File: src/rtl/dmc_pkg.sv
package dmc_pkg;

  // Controller states
  typedef enum logic [1:0] {
    ST_IDLE  = 2'd0,
    ST_FILL  = 2'd1,
    ST_WRITE = 2'd2
  } dmc_state_e;

endpackage

File: src/rtl/dmc_tag_store.sv
module dmc_tag_store #(
  parameter int LINES = 4,
  parameter int TAG_W = 27
) (
  input  logic                     clk,
  input  logic                     rst,
  input  logic [$clog2(LINES)-1:0] lk_idx,
  input  logic [TAG_W-1:0]         lk_tag,
  output logic                     lk_hit,
  input  logic                     wr_en,
  input  logic [$clog2(LINES)-1:0] wr_idx,
  input  logic [TAG_W-1:0]         wr_tag
);
  localparam int IDX_W = $clog2(LINES);

  logic [LINES-1:0] valid_q;
  logic [TAG_W-1:0] tag_q [LINES];

  for (genvar g = 0; g < LINES; g++) begin : g_line
    always_ff @(posedge clk) begin
      if (rst) begin
        valid_q[g] <= 1'b0;
        tag_q[g]   <= '0;
      end else if (wr_en && wr_idx == IDX_W'(g)) begin
        valid_q[g] <= 1'b1;
        tag_q[g]   <= wr_tag;
      end
    end
  end

  // the single comparator
  assign lk_hit = valid_q[lk_idx] && (tag_q[lk_idx] == lk_tag);

  AST_CLEAR_AFTER_RESET: assert property (@(posedge clk) disable iff (rst)
    $past(rst) |-> (valid_q == '0));

endmodule

File: src/rtl/dmc_data_store.sv
module dmc_data_store #(
  parameter int LINES  = 4,
  parameter int WORDS  = 2,
  parameter int DATA_W = 32
) (
  input  logic                     clk,
  input  logic [$clog2(LINES)-1:0] rd_idx,
  input  logic [$clog2(WORDS)-1:0] rd_word,
  output logic [DATA_W-1:0]        rd_data,
  input  logic                     wr_en,
  input  logic [$clog2(LINES)-1:0] wr_idx,
  input  logic [$clog2(WORDS)-1:0] wr_word,
  input  logic [DATA_W-1:0]        wr_data
);
  localparam int IDX_W  = $clog2(LINES);
  localparam int WSEL_W = $clog2(WORDS);

  logic [DATA_W-1:0] word_q [LINES][WORDS];

  for (genvar l = 0; l < LINES; l++) begin : g_line
    for (genvar w = 0; w < WORDS; w++) begin : g_word
      always_ff @(posedge clk) begin
        if (wr_en && wr_idx == IDX_W'(l) && wr_word == WSEL_W'(w))
          word_q[l][w] <= wr_data;
      end
    end
  end

  assign rd_data = word_q[rd_idx][rd_word];

endmodule

File: src/rtl/dmc_ctrl.sv
module dmc_ctrl
  import dmc_pkg::*;
#(
  parameter int ADDR_W = 32,
  parameter int DATA_W = 32,
  parameter int LINES  = 4,
  parameter int WORDS  = 2
) (
  input  logic                              clk,
  input  logic                              rst,
  // processor side
  input  logic                              cpu_req,
  input  logic                              cpu_we,
  input  logic [ADDR_W-1:0]                 cpu_addr,
  input  logic [DATA_W-1:0]                 cpu_wdata,
  output logic                              cpu_ready,
  output logic [DATA_W-1:0]                 cpu_rdata,
  // lookup to the arrays
  output logic [$clog2(LINES)-1:0]          lk_idx,
  output logic [ADDR_W-$clog2(DATA_W/8)-$clog2(WORDS)-$clog2(LINES)-1:0] lk_tag,
  output logic [$clog2(WORDS)-1:0]          lk_word,
  input  logic                              lk_hit,
  input  logic [DATA_W-1:0]                 lk_data,
  // array updates
  output logic                              tag_we,
  output logic [$clog2(LINES)-1:0]          tag_idx,
  output logic [ADDR_W-$clog2(DATA_W/8)-$clog2(WORDS)-$clog2(LINES)-1:0] tag_val,
  output logic                              dat_we,
  output logic [$clog2(LINES)-1:0]          dat_idx,
  output logic [$clog2(WORDS)-1:0]          dat_word,
  output logic [DATA_W-1:0]                 dat_val,
  // memory side
  output logic                              mem_req,
  output logic                              mem_we,
  output logic [ADDR_W-$clog2(DATA_W/8)-1:0] mem_addr,
  output logic [DATA_W-1:0]                 mem_wdata,
  input  logic                              mem_ready,
  input  logic [DATA_W-1:0]                 mem_rdata
);
  localparam int BYTE_W  = $clog2(DATA_W/8);
  localparam int WSEL_W  = $clog2(WORDS);
  localparam int IDX_W   = $clog2(LINES);
  localparam int OFF_W   = BYTE_W + WSEL_W;
  localparam int TAG_W   = ADDR_W - OFF_W - IDX_W;
  localparam int MADDR_W = ADDR_W - BYTE_W;

  // ---- address arithmetic ----
  function automatic logic [IDX_W-1:0] f_index(input logic [ADDR_W-1:0] a);
    return a[OFF_W +: IDX_W];
  endfunction

  function automatic logic [TAG_W-1:0] f_tag(input logic [ADDR_W-1:0] a);
    return a[ADDR_W-1 -: TAG_W];
  endfunction

  function automatic logic [WSEL_W-1:0] f_word(input logic [ADDR_W-1:0] a);
    return a[BYTE_W +: WSEL_W];
  endfunction

  function automatic logic [MADDR_W-1:0] f_fill_addr(input logic [TAG_W-1:0] t,
                                                     input logic [IDX_W-1:0] i,
                                                     input logic [WSEL_W-1:0] w);
    return {t, i, w};
  endfunction

  // ---- state ----
  dmc_state_e         state_q, state_d;
  logic [MADDR_W-1:0] r_waddr;
  logic               r_we;
  logic [DATA_W-1:0]  r_wdata;
  logic [WSEL_W-1:0]  beat_q;
  logic               ready_q;
  logic [DATA_W-1:0]  rdata_q;

  logic [IDX_W-1:0]   r_idx;
  logic [TAG_W-1:0]   r_tag;
  logic [WSEL_W-1:0]  r_word;
  logic               addr_lsb_unused;

  assign r_idx  = r_waddr[WSEL_W +: IDX_W];
  assign r_tag  = r_waddr[MADDR_W-1 -: TAG_W];
  assign r_word = r_waddr[WSEL_W-1:0];
  assign addr_lsb_unused = ^cpu_addr[BYTE_W-1:0];

  // ---- named events ----
  logic accept_ev;
  logic rd_hit_ev;
  logic wr_hit_ev;
  logic miss_ev;
  logic beat_ev;
  logic fill_last_ev;
  logic wr_done_ev;
  logic [DATA_W-1:0] fill_word;

  assign lk_idx  = f_index(cpu_addr);
  assign lk_tag  = f_tag(cpu_addr);
  assign lk_word = f_word(cpu_addr);

  assign accept_ev    = (state_q == ST_IDLE) && cpu_req && !ready_q;
  assign rd_hit_ev    = accept_ev && !cpu_we && lk_hit;
  assign wr_hit_ev    = accept_ev && cpu_we && lk_hit;
  assign miss_ev      = accept_ev && !lk_hit;
  assign beat_ev      = (state_q == ST_FILL) && mem_ready;
  assign fill_last_ev = beat_ev && (beat_q == WSEL_W'(WORDS-1));
  assign wr_done_ev   = (state_q == ST_WRITE) && mem_ready;

  // merge of the stored word into the arriving line
  assign fill_word = (r_we && beat_q == r_word) ? r_wdata : mem_rdata;

  // ---- next state ----
  always_comb begin
    state_d = state_q;
    case (state_q)
      ST_IDLE: begin
        if (miss_ev)        state_d = ST_FILL;
        else if (wr_hit_ev) state_d = ST_WRITE;
      end
      ST_FILL: begin
        if (fill_last_ev)   state_d = r_we ? ST_WRITE : ST_IDLE;
      end
      ST_WRITE: begin
        if (wr_done_ev)     state_d = ST_IDLE;
      end
      default:              state_d = ST_IDLE;
    endcase
  end

  always_ff @(posedge clk) begin
    if (rst) begin
      state_q <= ST_IDLE;
      r_waddr <= '0;
      r_we    <= 1'b0;
      r_wdata <= '0;
      beat_q  <= '0;
      ready_q <= 1'b0;
      rdata_q <= '0;
    end else begin
      state_q <= state_d;
      ready_q <= rd_hit_ev | wr_hit_ev | fill_last_ev;
      if (accept_ev) begin
        r_waddr <= cpu_addr[ADDR_W-1:BYTE_W];
        r_we    <= cpu_we;
        r_wdata <= cpu_wdata;
        beat_q  <= '0;
      end
      if (beat_ev)
        beat_q <= beat_q + 1'b1;
      if (rd_hit_ev)
        rdata_q <= lk_data;
      else if (wr_hit_ev)
        rdata_q <= cpu_wdata;
      else if (beat_ev && beat_q == r_word)
        rdata_q <= fill_word;
    end
  end

  // ---- array updates ----
  always_comb begin
    dat_we   = 1'b0;
    dat_idx  = r_idx;
    dat_word = beat_q;
    dat_val  = fill_word;
    if (wr_hit_ev) begin
      dat_we   = 1'b1;
      dat_idx  = lk_idx;
      dat_word = lk_word;
      dat_val  = cpu_wdata;
    end else if (beat_ev) begin
      dat_we   = 1'b1;
    end
  end

  assign tag_we  = fill_last_ev;
  assign tag_idx = r_idx;
  assign tag_val = r_tag;

  // ---- memory side ----
  assign mem_req   = (state_q == ST_FILL) || (state_q == ST_WRITE);
  assign mem_we    = (state_q == ST_WRITE);
  assign mem_addr  = (state_q == ST_FILL) ? f_fill_addr(r_tag, r_idx, beat_q) : r_waddr;
  assign mem_wdata = r_wdata;

  assign cpu_ready = ready_q;
  assign cpu_rdata = rdata_q;

  // ---- assertions ----
  AST_READY_PULSE: assert property (@(posedge clk) disable iff (rst)
    cpu_ready |=> !cpu_ready);

  AST_MEM_HOLD: assert property (@(posedge clk) disable iff (rst)
    (mem_req && !mem_ready) |=> (mem_req && $stable(mem_addr) && $stable(mem_we)));

  AST_HIT_SILENT: assert property (@(posedge clk) disable iff (rst)
    rd_hit_ev |=> (cpu_ready && !mem_req));

  AST_WRITE_THROUGH: assert property (@(posedge clk) disable iff (rst)
    wr_hit_ev |=> (cpu_ready && mem_req && mem_we));

  AST_FILL_GATES_READY: assert property (@(posedge clk) disable iff (rst)
    (state_q == ST_FILL && !fill_last_ev) |=> !cpu_ready);

  AST_MISS_STARTS_READ: assert property (@(posedge clk) disable iff (rst)
    miss_ev |=> (mem_req && !mem_we && !cpu_ready));

endmodule

File: src/rtl/dm_wt_cache.sv
module dm_wt_cache #(
  parameter int ADDR_W = 32,
  parameter int DATA_W = 32,
  parameter int LINES  = 4,
  parameter int WORDS  = 2
) (
  input  logic                               clk,
  input  logic                               rst,
  input  logic                               cpu_req,
  input  logic                               cpu_we,
  input  logic [ADDR_W-1:0]                  cpu_addr,
  input  logic [DATA_W-1:0]                  cpu_wdata,
  output logic                               cpu_ready,
  output logic [DATA_W-1:0]                  cpu_rdata,
  output logic                               mem_req,
  output logic                               mem_we,
  output logic [ADDR_W-$clog2(DATA_W/8)-1:0] mem_addr,
  output logic [DATA_W-1:0]                  mem_wdata,
  input  logic                               mem_ready,
  input  logic [DATA_W-1:0]                  mem_rdata
);
  localparam int BYTE_W = $clog2(DATA_W/8);
  localparam int WSEL_W = $clog2(WORDS);
  localparam int IDX_W  = $clog2(LINES);
  localparam int TAG_W  = ADDR_W - BYTE_W - WSEL_W - IDX_W;

  logic [IDX_W-1:0]  lk_idx;
  logic [TAG_W-1:0]  lk_tag;
  logic [WSEL_W-1:0] lk_word;
  logic              lk_hit;
  logic [DATA_W-1:0] lk_data;
  logic              tag_we;
  logic [IDX_W-1:0]  tag_idx;
  logic [TAG_W-1:0]  tag_val;
  logic              dat_we;
  logic [IDX_W-1:0]  dat_idx;
  logic [WSEL_W-1:0] dat_word;
  logic [DATA_W-1:0] dat_val;

  dmc_tag_store #(.LINES(LINES), .TAG_W(TAG_W)) u_tags (
    .clk    (clk),
    .rst    (rst),
    .lk_idx (lk_idx),
    .lk_tag (lk_tag),
    .lk_hit (lk_hit),
    .wr_en  (tag_we),
    .wr_idx (tag_idx),
    .wr_tag (tag_val)
  );

  dmc_data_store #(.LINES(LINES), .WORDS(WORDS), .DATA_W(DATA_W)) u_data (
    .clk     (clk),
    .rd_idx  (lk_idx),
    .rd_word (lk_word),
    .rd_data (lk_data),
    .wr_en   (dat_we),
    .wr_idx  (dat_idx),
    .wr_word (dat_word),
    .wr_data (dat_val)
  );

  dmc_ctrl #(.ADDR_W(ADDR_W), .DATA_W(DATA_W), .LINES(LINES), .WORDS(WORDS)) u_ctrl (
    .clk       (clk),
    .rst       (rst),
    .cpu_req   (cpu_req),
    .cpu_we    (cpu_we),
    .cpu_addr  (cpu_addr),
    .cpu_wdata (cpu_wdata),
    .cpu_ready (cpu_ready),
    .cpu_rdata (cpu_rdata),
    .lk_idx    (lk_idx),
    .lk_tag    (lk_tag),
    .lk_word   (lk_word),
    .lk_hit    (lk_hit),
    .lk_data   (lk_data),
    .tag_we    (tag_we),
    .tag_idx   (tag_idx),
    .tag_val   (tag_val),
    .dat_we    (dat_we),
    .dat_idx   (dat_idx),
    .dat_word  (dat_word),
    .dat_val   (dat_val),
    .mem_req   (mem_req),
    .mem_we    (mem_we),
    .mem_addr  (mem_addr),
    .mem_wdata (mem_wdata),
    .mem_ready (mem_ready),
    .mem_rdata (mem_rdata)
  );

endmodule

File: config.mk
export PLATFORM = sky130hd
export DESIGN_NAME = dm_wt_cache
export DESIGN_NICKNAME = d
export VERILOG_FILES = /design/src/rtl/dmc_pkg.sv /design/src/rtl/dmc_tag_store.sv /design/src/rtl/dmc_data_store.sv /design/src/rtl/dmc_ctrl.sv /design/src/rtl/dm_wt_cache.sv
export SDC_FILE = /design/constraint.sdc
export NUM_CORES = 1
export LEC_CHECK = 0
export CAP_MARGIN = 25
export CORE_MARGIN = 4
export CORE_UTILIZATION = 29
export DETAILED_ROUTE_END_ITERATION = 16
export DONT_BUFFER_PORTS = 1
export MAX_ROUTING_LAYER = met4
export PLACE_DENSITY = 0.55
export SLEW_MARGIN = 20
export SYNTH_ARGS = -nofsm -noshare
export SYNTH_HDL_FRONTEND = slang
export SYNTH_SLANG_ARGS = --single-unit
File: constraint.sdc
create_clock -name clk -period 4.1 [get_ports clk]
set_input_delay 0.41 -clock clk [delete_from_list [all_inputs] [get_ports clk]]
set_output_delay 0.41 -clock clk [all_outputs]
set_load 0.005 [all_outputs]
# Word-level counts from Yosys, hierarchy flattened
# Memories as Yosys holds them, arrays and structs flattened.
# Index checks and enable logic that the tools add are counted.
# Widths: inputs -> output; s select.
[op_classes] eq_ne=13 reduce_logical=42 bitwise_logic=8 order_cmp=2 add_sub_neg=1 muxes=66
[op_table] op="$mux 32" count=8
[op_table] op="$mux 64" count=3
[op_table] op="$reduce_or 64->1" count=3
[op_table] op="$mux 27" count=4
[op_table] op="$mux 1" count=37
[op_table] op="$logic_and 1x1->1" count=29
[op_table] op="$eq 27x27->1" count=1
[op_table] op="$mux 2" count=12
[op_table] op="$eq 2x2->1 const B" count=5
[op_table] op="$eq 2x1->1 const B" count=3
[op_table] op="$logic_not 2->1" count=3
[op_table] op="$or 1x1->1" count=6
[op_table] op="$pmux 2 s3" count=1
[op_table] op="$ne 2x1->1 const B" count=2
[op_table] op="$logic_not 1->1" count=3
[op_table] op="$lt 2x3->1 const B" count=1
[op_table] op="$ne 3x1->1 const B" count=1
[op_table] op="$reduce_and 3->1" count=1
[op_table] op="$reduce_bool 3->1" count=1
[op_table] op="$bmux 1 s2" count=1
[op_table] op="$ge 2x2->1 const B" count=1
[op_table] op="$not 1->2" count=1
[op_table] op="$reduce_bool 2->1" count=1
[op_table] op="$add 1x1->1 const B" count=1
[op_table] op="other kinds (3)" count=3
[totals] n_memories=2 mem_bits_rw=364 output_inout_bits=97 word_cells=145 register_bits=103 inputBits=101
[memory_table] memory="u_data.word_q" words=4 width=64 rd=1 rd_clocked_by_memory_dff=0 wr=1 line="dmc_data_store.sv:18" rtl="logic [DATA_W-1:0] word_q [LINES][WORDS];"
[memory_table] memory="u_tags.tag_q" words=4 width=27 rd=1 rd_clocked_by_memory_dff=0 wr=4 line="dmc_tag_store.sv:17" rtl="logic [TAG_W-1:0] tag_q [LINES];"

# Logic depth before layout (Yosys ltp)
# Gate-level depths: netlist of the first run.
[depth] depth_word=15 mapped_depth=13 mapped_depth_nobuf=9

# Hierarchy
# From an unflattened synthesis of the first run, not the netlist that was laid out.
[hier_totals] hier_cells=1565 area_unflattened_um2=21056.4
[modules_own_cells] mod="dmc_data_store" area_each_um2=9825.7 seq_area_each_um2=7687.4 instances=1 cells_each=383
[modules_own_cells] mod="dmc_ctrl" area_each_um2=5926.9 seq_area_each_um2=1981.9 instances=1 cells_each=806
[modules_own_cells] mod="dmc_tag_store" area_each_um2=5303.8 seq_area_each_um2=3323.2 instances=1 cells_each=376

# Least setup slack after synthesis of the first run
# Ideal clock, no wire load.
[synth_timing] path_kind="input port to flip-flop" from="input cpu_addr[3]" to="memory u_data.word_q[0][0] (netlist name), enable pin" path_buffers=3 arrival_ns=3.989 cell_stages=10 setup_time_ns=0.421 slack_ns=-0.310 t_required_ns=3.679 path_cell_list="buf_4 buf_6 mux4_2 xnor2_1 o2111ai_1 nor4_4 and4_1 buf_6 mux2_2 nor2_1"
[synth_between] elab_chain_cells=14 word_cells_on_any_way=48 cone_classes="eq/ne: 4; mux: 25; bitwise: 1; reduce/logical: 17; memory: 1"
[synth_lines] item="start: declaration" line="dm_wt_cache.sv:11" rtl="input logic [ADDR_W-1:0] cpu_addr,"
[synth_lines] item="$mem_v2 4x27 / $bmux 1 s2 (equally long branches)"
[synth_lines] item="$eq 27x27->1 / $mux 1 (equally long branches)" line="dmc_tag_store.sv:32" rtl="assign lk_hit = valid_q[lk_idx] && (tag_q[lk_idx] == lk_tag);"
[synth_lines] item="$logic_and 1x1->1" line="dmc_tag_store.sv:32"
[synth_lines] item="$logic_and 1x1->1" line="dmc_ctrl.sv:101" rtl="assign wr_hit_ev = accept_ev && cpu_we && lk_hit;"
[synth_lines] item="$mux 2" line="dmc_ctrl.sv:163" rtl="if (wr_hit_ev) begin"
[synth_lines] item="$eq 2x1->1" line="dmc_data_store.sv:23" rtl="if (wr_en && wr_idx == IDX_W'(l) && wr_word == WSEL_W'(w))"
[synth_lines] item="$logic_and 1x1->1 (2 in a row)" line="dmc_data_store.sv:23"
[synth_lines] item="$mux 1" line="dmc_data_store.sv:23"
[synth_lines] item="$mux 1 (not written as such)" line="dmc_data_store.sv:24" rtl="word_q[l][w] <= wr_data;"
[synth_lines] item="$reduce_or 64->1 (no source line)"
[synth_lines] item="$mux 2 (no source line) (3 in a row)"
[synth_lines] item="end: declaration" line="dmc_data_store.sv:18"
# Parallel ways exist; a longest one is shown, timed or not. The select of a mux whose other input is x is not followed.

# Final worst setup path of the first run
[layout_timing] from="memory u_tags.tag_q[3][0]" to="memory u_data.word_q[2][6] (netlist name), enable pin"
[layout_between] elab_chain_cells=14 word_cells_on_any_way=46 cone_classes="eq/ne: 4; mux: 23; bitwise: 1; reduce/logical: 17; memory: 1"
[layout_lines] item="start: declaration" line="dmc_tag_store.sv:17"
[layout_lines] item="$mem_v2 4x27 (*)"
[layout_lines] item="$eq 27x27->1 (*)" line="dmc_tag_store.sv:32"
[layout_lines] item="$logic_and 1x1->1 (*)" line="dmc_tag_store.sv:32"
[layout_lines] item="$logic_and 1x1->1 (*)" line="dmc_ctrl.sv:101"
[layout_lines] item="$mux 2" line="dmc_ctrl.sv:163"
[layout_lines] item="$eq 2x1->1" line="dmc_data_store.sv:23"
[layout_lines] item="$logic_and 1x1->1 (2 in a row)" line="dmc_data_store.sv:23"
[layout_lines] item="$mux 1" line="dmc_data_store.sv:23"
[layout_lines] item="$mux 1 (not written as such)" line="dmc_data_store.sv:24"
[layout_lines] item="$reduce_or 64->1 (no source line)"
[layout_lines] item="$mux 2 (no source line) (3 in a row)"
# Every way passes the cells marked *; elsewhere a longest branch is shown, timed or not.

==> run metrics, run 1 <==
DP HPWL 29600 µm; Min Clock Period, post-route 3.49 ns; H-tree depth 2; first-pass GRT wire length 77300 µm; fin util 0.341; Clk Latency, worst-skew pair slightly above 0.6 ns; most used flip-flop cell after synthesis edfxtp_1; FFs w/ async S/R, synth 0; layout cells sized above 1 0.221; Die Area approximately 0.074 mm²; adder-cell share of the synthesized area 0.00187; Max-cap violations 0; Synth Area in Compound Gates 0.0576; number of flops mapped to enable cells by yosys 364; Yosys cell types 51; Mapped Area 0.0201 mm²; R2R cell count 8; hold depth 2; TritonRoute pass-1 iters 4; CTS sink cnt 467; Worst Setup End Kind flip-flop; final instance area ~0.023 mm²; Clock transition at path regs ~0.060 ns; outcome finished clean; number of remaining DRC errors 0; Worst EP arrival 3.76 ns; Pins Over Slew Limit 0; Peak supply drop around 0.29 mV; CP required around 4.4 ns; Initial Util 0.293; GPL Wtd Cong 0.741; unrepaired setup endpoints after global routing false; commonest cells after routing, fill and taps aside 364 x edfxtp_1, 170 x nand2_1, 110 x and2_1; Seq/Total Area, Yosys 0.647; wire per inst about 22 µm; hold_ws 0.0523 ns; diode count 0; Net Count, Synth 1463; Pwr Total 11.5 mW; die height between 200 and 300 µm; mux contribution to synthesized area 0.156; antenna violations before repair 0; Seq cells post-synth 467; Tot GR Track Use 0.143; die width 271 µm; CP Launch Type flip-flop; vias 11300; fin nets 1492; Clock Root Buffer clkbuf_16; Max Clk Rate roughly 290 MHz; Core ar. ~0.069 mm²; largest net degree at the start of global routing roughly 110; YS warnings 0; Final period util 0.852; commonest non-fill, non-tap cell in the layout edfxtp_1; vias per cell roughly 4.8; Post-Route WL roughly 52000 µm; Mean Syn Cell Area 14.8 µm²; Final setup viols 0; Final Hold Fails 0; CTS tree done; total gr overflow 0; Clock Skews 0.0359 ns; io pins about 200; PostCTS Resize Cnt 0; number of port buffers 0; Filler cells 6544; Crit Path Class reg -> reg; cells after synthesis 1359; post-synthesis simple-gate area fraction 0.0863; xor/xnor share of the synthesized area 0.0109; vias in the first global route 12000; area grow syn2layout 16.5%; DRT iter0 DRCs 799; worst-margin pin slew 1.06 ns; critical path fanouts, max 32; row cnt 96; Post-DP Area between 0.02 and 0.025 mm²; HP Class in -> reg; Clock Tree Buf Depth 3; CTS Buf Count 50; Antenna Nets Post-Route 0; P_leak 8.07 nW; slew margin rel. 0.291; main combinational cell family by area after synthesis multiplexers; power per cell area between 400 and 500 mW/mm²
-- logic make-up after synthesis --
group | Yosys count
flops | 467
simple gates | 354
mux | 209
buf+inv | 155
compound gates | 146
xor+xnor | 25
fa+ha+maj | 3
-- stage by stage --
stage	cells	worst slack (ns)	setup TNS [ns]
after floorplan	1359	-0.310	-39.64
after global placement	2204	0.550	0
after detailed placement	2204	0.460	0
after CTS	2360	0.583	0
after global routing	2360	0.490	0
final	2360	0.607	0
-- power by group --
part | total, mW | internal [mW] | switching, mW | leakage, nW
sequential | 5.63 | 5.42 | 0.214 | 4.27
combinational | 1.26 | 0.476 | 0.786 | 2.97
clock | 4.63 | 2.69 | 1.93 | 0.835
-- sequential cells by signal, summed over array words and instances, names as in the netlist --
name              cells
u_ctrl.beat_q         1
u_ctrl.cpu_rdata     32
u_ctrl.cpu_ready      1
u_ctrl.mem_wdata     32
u_ctrl.r_waddr       30
u_ctrl.r_we           1
u_ctrl.state_q        2
u_data.word_q       256
u_tags.tag_q        108
u_tags.valid_q        4
-- cell type report --
class,instances,area (µm²),area share
Clock buffer,55,1300,0.0556
Inverter,40,150,0.00642
Clock inverter,38,413,0.0176
Multi-Input combinational cell,737,6390,0.273
Sequential cell,467,13000,0.555
Timing Repair Buffer,92,991,0.0424
Tap cell,931,1160,0.0498
-- path summary, 6_finish.rpt --
| path | startpoint | end | slack (ns) |
|---|---|---|---|
| max | u_tags.tag_q[3][0]$_SDFFCE_PN0P_ | u_data.word_q[2][6]$_DFFE_PP_ | 0.61 |
| min | cpu_wdata[24] | u_ctrl.cpu_rdata[24]$_SDFFE_PP0P_ | 0.05 |
| max reg2reg | u_tags.tag_q[3][0]$_SDFFCE_PN0P_ | u_data.word_q[2][6]$_DFFE_PP_ | 0.61 |
| min reg2reg | u_tags.valid_q[2]$_SDFFE_PP0P_ | u_tags.valid_q[2]$_SDFFE_PP0P_ | 0.46 |
-- worst max-delay path, cell delays in order, from the launching register on --
cell      delay (ns)
edfxtp_1        0.36
mux4_2          0.48
xnor2_1         0.26
nand4_1         0.25
nor4_4          0.43
and4_1          0.56
mux2_2          0.44
nor2_4          0.11
buf_12          0.27
-- per-layer routing --
| layer | track usage | vias up | share of wire |
|---|---|---|---|
| met1 | 0.181 | 5782 | 0.43 |
| met5 | - | - | 0 |
| met4 | 0.0305 | 0 | 0.019 |
| li1 | - | 5096 | - |
| met2 | 0.230 | 348 | 0.47 |
| met3 | 0.0436 | 65 | 0.081 |
-- cell usage after synthesis (2+ instances only) --
master / n / share of area
a21oi_1: 71 / 0.018
a21o_1: 5 / 0.0019
xor2_1: 8 / 0.0035
mux2i_1: 64 / 0.032
mux2_2: 68 / 0.038
o221ai_1: 2 / 0.00087
nand3_1: 36 / 0.0090
a221oi_1: 4 / 0.0017
buf_4: 33 / 0.012
or2_2: 2 / 0.00062
xnor2_1: 17 / 0.0074
dfxtp_1: 103 / 0.10
nor3_1: 4 / 0.0010
clkbuf_1: 53 / 0.0099
and2_1: 110 / 0.034
o22ai_1: 4 / 0.0012
buf_6: 9 / 0.0050
o21ai_0: 12 / 0.0030
nor2_1: 18 / 0.0034
o2bb2ai_1: 2 / 0.00087
buf_2: 11 / 0.0027
nand2b_1: 2 / 0.00062
ha_1: 3 / 0.0019
mux4_2: 77 / 0.086
o2111ai_1: 2 / 0.00087
a2111oi_2: 2 / 0.0015
inv_1: 39 / 0.0073
o221ai_2: 31 / 0.023
nand2_1: 171 / 0.032
nand4_1: 5 / 0.0016
buf_1: 8 / 0.0015
edfxtp_1: 364 / 0.54
-- repair_timing --
item / 4_1_cts / 5_1_grt
hold buffers: 63 / 0
setup buffers: 0 / 0
endpoints found under the hold margin: 67 / 0
No activity file was read; power rests on OpenSTA's default activity.
==> inputs of run 2 (changes only) <==
--- a/config.mk
+++ b/config.mk
@@ -12,6 +12,7 @@
 export DONT_BUFFER_PORTS = 1
 export MAX_ROUTING_LAYER = met4
 export PLACE_DENSITY = 0.55
+export RECOVER_POWER = 25
 export SLEW_MARGIN = 20
 export SYNTH_ARGS = -nofsm -noshare
 export SYNTH_HDL_FRONTEND = slang
==> run metrics, run 2 (same netlist as run 1, synthesis figures left out) <==
Max Clk Rate 289 MHz (+0.99%); vias 11300 (+0.47%); Crit Reg-Reg Startpoint u_tags.tag_q[3][12]$_SDFFCE_PN0P_; Post-Route WL 52100 µm (+0.14%); diode count 0 (unchanged); die height 271 µm (unchanged); DP HPWL 29600 µm (unchanged); total gr overflow 0 (unchanged); wire per inst 22.1 µm (+0.14%); commonest non-fill, non-tap cell in the layout edfxtp_1; CP required 4.37 ns (about the same); Peak supply drop 0.293 mV (-0.16%); Slowest-stage cell, CP and4_1; TritonRoute pass-1 iters 5 (+1); setup TNS 0 ns (unchanged); DR top layer met4; Crit Path Class reg -> reg; PostCTS Resize Cnt 0 (unchanged); worst-margin pin slew 1.84 ns (+0.776 ns); CTS tree done; fin nets 1492 (unchanged); Final Hold Fails 0 (unchanged); hold_ws 0.0518 ns (-0.000479 ns); Hold Crit Start cpu_wdata[24]; Clock transition at path regs 0.06 ns (about the same); DRT iter0 DRCs 763 (-4.5%); wire length on met3 4490 µm (+6.9%); max reg flops 256 (unchanged); Initial Util 0.293 (unchanged); Met1 Routed Length 21900 µm (-0.78%); HP Class in -> reg; largest net degree at the start of global routing 113 (unchanged); outcome complete, but fails checks; P_leak 8.01 nW (-0.75%); CTS Buf Count 50 (unchanged); Final period util 0.844 (-0.00834); number of remaining DRC errors 0 (unchanged); Core ar. 0.0686 mm² (unchanged); unrepaired setup endpoints after global routing false; row cnt 96 (unchanged); Worst Setup End Kind flip-flop; Crit path largest cell delay 0.56 ns (about the same); vias per cell 4.81 (+0.47%); Worst EP arrival 3.73 ns (-0.03 ns); Crit path max-delay family simple AND/OR/NAND/NOR gates; power per cell area 493 mW/mm² (about the same); Pins Over Slew Limit 152 (+152); failing checks max-capacitance violations, max-slew violations; io pins 198 (unchanged); Clock Root Buffer clkbuf_16; Max-cap violations 4 (+4); CTS sink cnt 467 (unchanged); largest registers u_data.word_q x256, u_tags.tag_q x108; Clk Latency, worst-skew pair 0.61 ns (about the same); antenna violations before repair 0 (unchanged); worst-path cell chain mux4_2 > xnor2_1 > o2111ai_1 > nor4_4 > and4_1 > mux2_2 > nor2_4 > buf_12; setup bufs post-CTS 0 (unchanged); metal2 WL 24600 µm (-0.17%); hold buffer count at cts 63 (unchanged); final instance area 0.0234 mm² (about the same); Tot GR Track Use 0.143 (unchanged); reg-to-reg slack, setup 0.64 ns (+0.03 ns); commonest cells after routing, fill and taps aside 364 x edfxtp_1, 170 x nand2_1, 103 x dfxtp_1; die width 271 µm (unchanged); hold endpoint u_ctrl.cpu_rdata[24]$_SDFFE_PP0P_; R2R cell count 8 (unchanged); Clock Tree Buf Depth 3 (unchanged); Final setup viols 0 (unchanged); hold depth 2 (unchanged); Clock Skews 0.0348 ns (-0.00111 ns); Worst Path Buf+Inv 1 (unchanged); Pwr Total 11.5 mW (about the same); R2R Path End u_data.word_q[1][20]$_DFFE_PP_; layout cells sized above 1 0.218 (-0.00350); fin util 0.341 (about the same); GPL Wtd Cong 0.741 (unchanged); vias in the first global route 12000 (unchanged); Antenna Nets Post-Route 0 (unchanged); H-tree depth 2 (unchanged); Post-DP Area 0.0210 mm² (unchanged); CP Launch Type flip-flop; critical path fanouts, max 32 (unchanged); Die Area 0.0735 mm² (unchanged); first-pass GRT wire length 77300 µm (unchanged); area grow syn2layout 16.4% (about the same); largest register by flop count u_data.word_q; slew margin rel. -0.225 (-0.515); Min Clock Period, post-route 3.46 ns (-0.0342 ns); number of port buffers 0 (unchanged)
[run 2: changes by cell type in the layout (fill, tap and decap cells not counted)]
cell	before	now
and2_0	0	40
and2_1	110	70
buf_4	19	14
clkbuf_1	2	6
clkbuf_2	0	1
or2_0	0	1
or2_4	1	0
[run 2: layout make-up]
| type | instances | area [µm²] |
|---|---|---|
| Clock buffer | 55 | 1300 |
| Clock inverter | 38 | 413 |
| Fill cell | 6549 | 45200 |
| Inverter | 40 | 150 |
| Multi-Input combinational cell | 737 | 6380 |
| Sequential cell | 467 | 13000 |
| Tap cell | 931 | 1160 |
| Timing Repair Buffer | 92 | 973 |
[run 2: worst max-delay path by stage]
| stage | from | endpoint | slack [ns] | cells after the start |
|---|---|---|---|---|
| finish | u_tags.tag_q[3][12]$_SDFFCE_PN0P_ | u_data.word_q[1][20]$_DFFE_PP_ | 0.64 | 8 |
| detailed placement | cpu_addr[3] | u_data.word_q[1][30]$_DFFE_PP_ | 0.46 | 8 |
| global placement | cpu_addr[3] | u_data.word_q[2][31]$_DFFE_PP_ | 0.55 | 8 |
| global route | u_tags.tag_q[1][5]$_SDFFCE_PN0P_ | u_data.word_q[3][44]$_DFFE_PP_ | 0.49 | 9 |
| floorplan | cpu_addr[3] | u_data.word_q[0][0]$_DFFE_PP_ | -0.31 | 10 |
| CTS | u_tags.tag_q[3][0]$_SDFFCE_PN0P_ | u_data.word_q[2][6]$_DFFE_PP_ | 0.58 | 8 |
[run 2: power by group]
group	internal (mW)	total (mW)	switching, mW
logic	0.474	1.26	0.785
registers	5.42	5.63	0.214
clock network	2.69	4.63	1.93
[run 2: metrics by stage]
| stage | setup WS [ns] | instances |
|---|---|---|
| floorplan | -0.310 | 1359 |
| detailed placement | 0.460 | 2204 |
| finish | 0.641 | 2360 |
| global placement | 0.550 | 2204 |
| global route | 0.490 | 2360 |
| CTS | 0.583 | 2360 |
[run 2: layer usage]
| layer | GRT usage | up-vias |
|---|---|---|
| li1 | - | 5101 |
| met1 | 0.181 | 5796 |
| met2 | 0.230 | 384 |
| met3 | 0.0436 | 63 |
| met4 | 0.0305 | 0 |
| met5 | - | - |
[run 2: worst reg2reg max path, delay by kind of cell (launching register included)]
kind | cells | cell delay, ns
flip-flops | 1 | 0.35
AO/OA/AOI/OAI | 1 | 0.24
AND/OR/NAND/NOR | 3 | 1.17
buffers and inverters | 1 | 0.27
multiplexers | 2 | 0.92
XOR/XNOR | 1 | 0.18
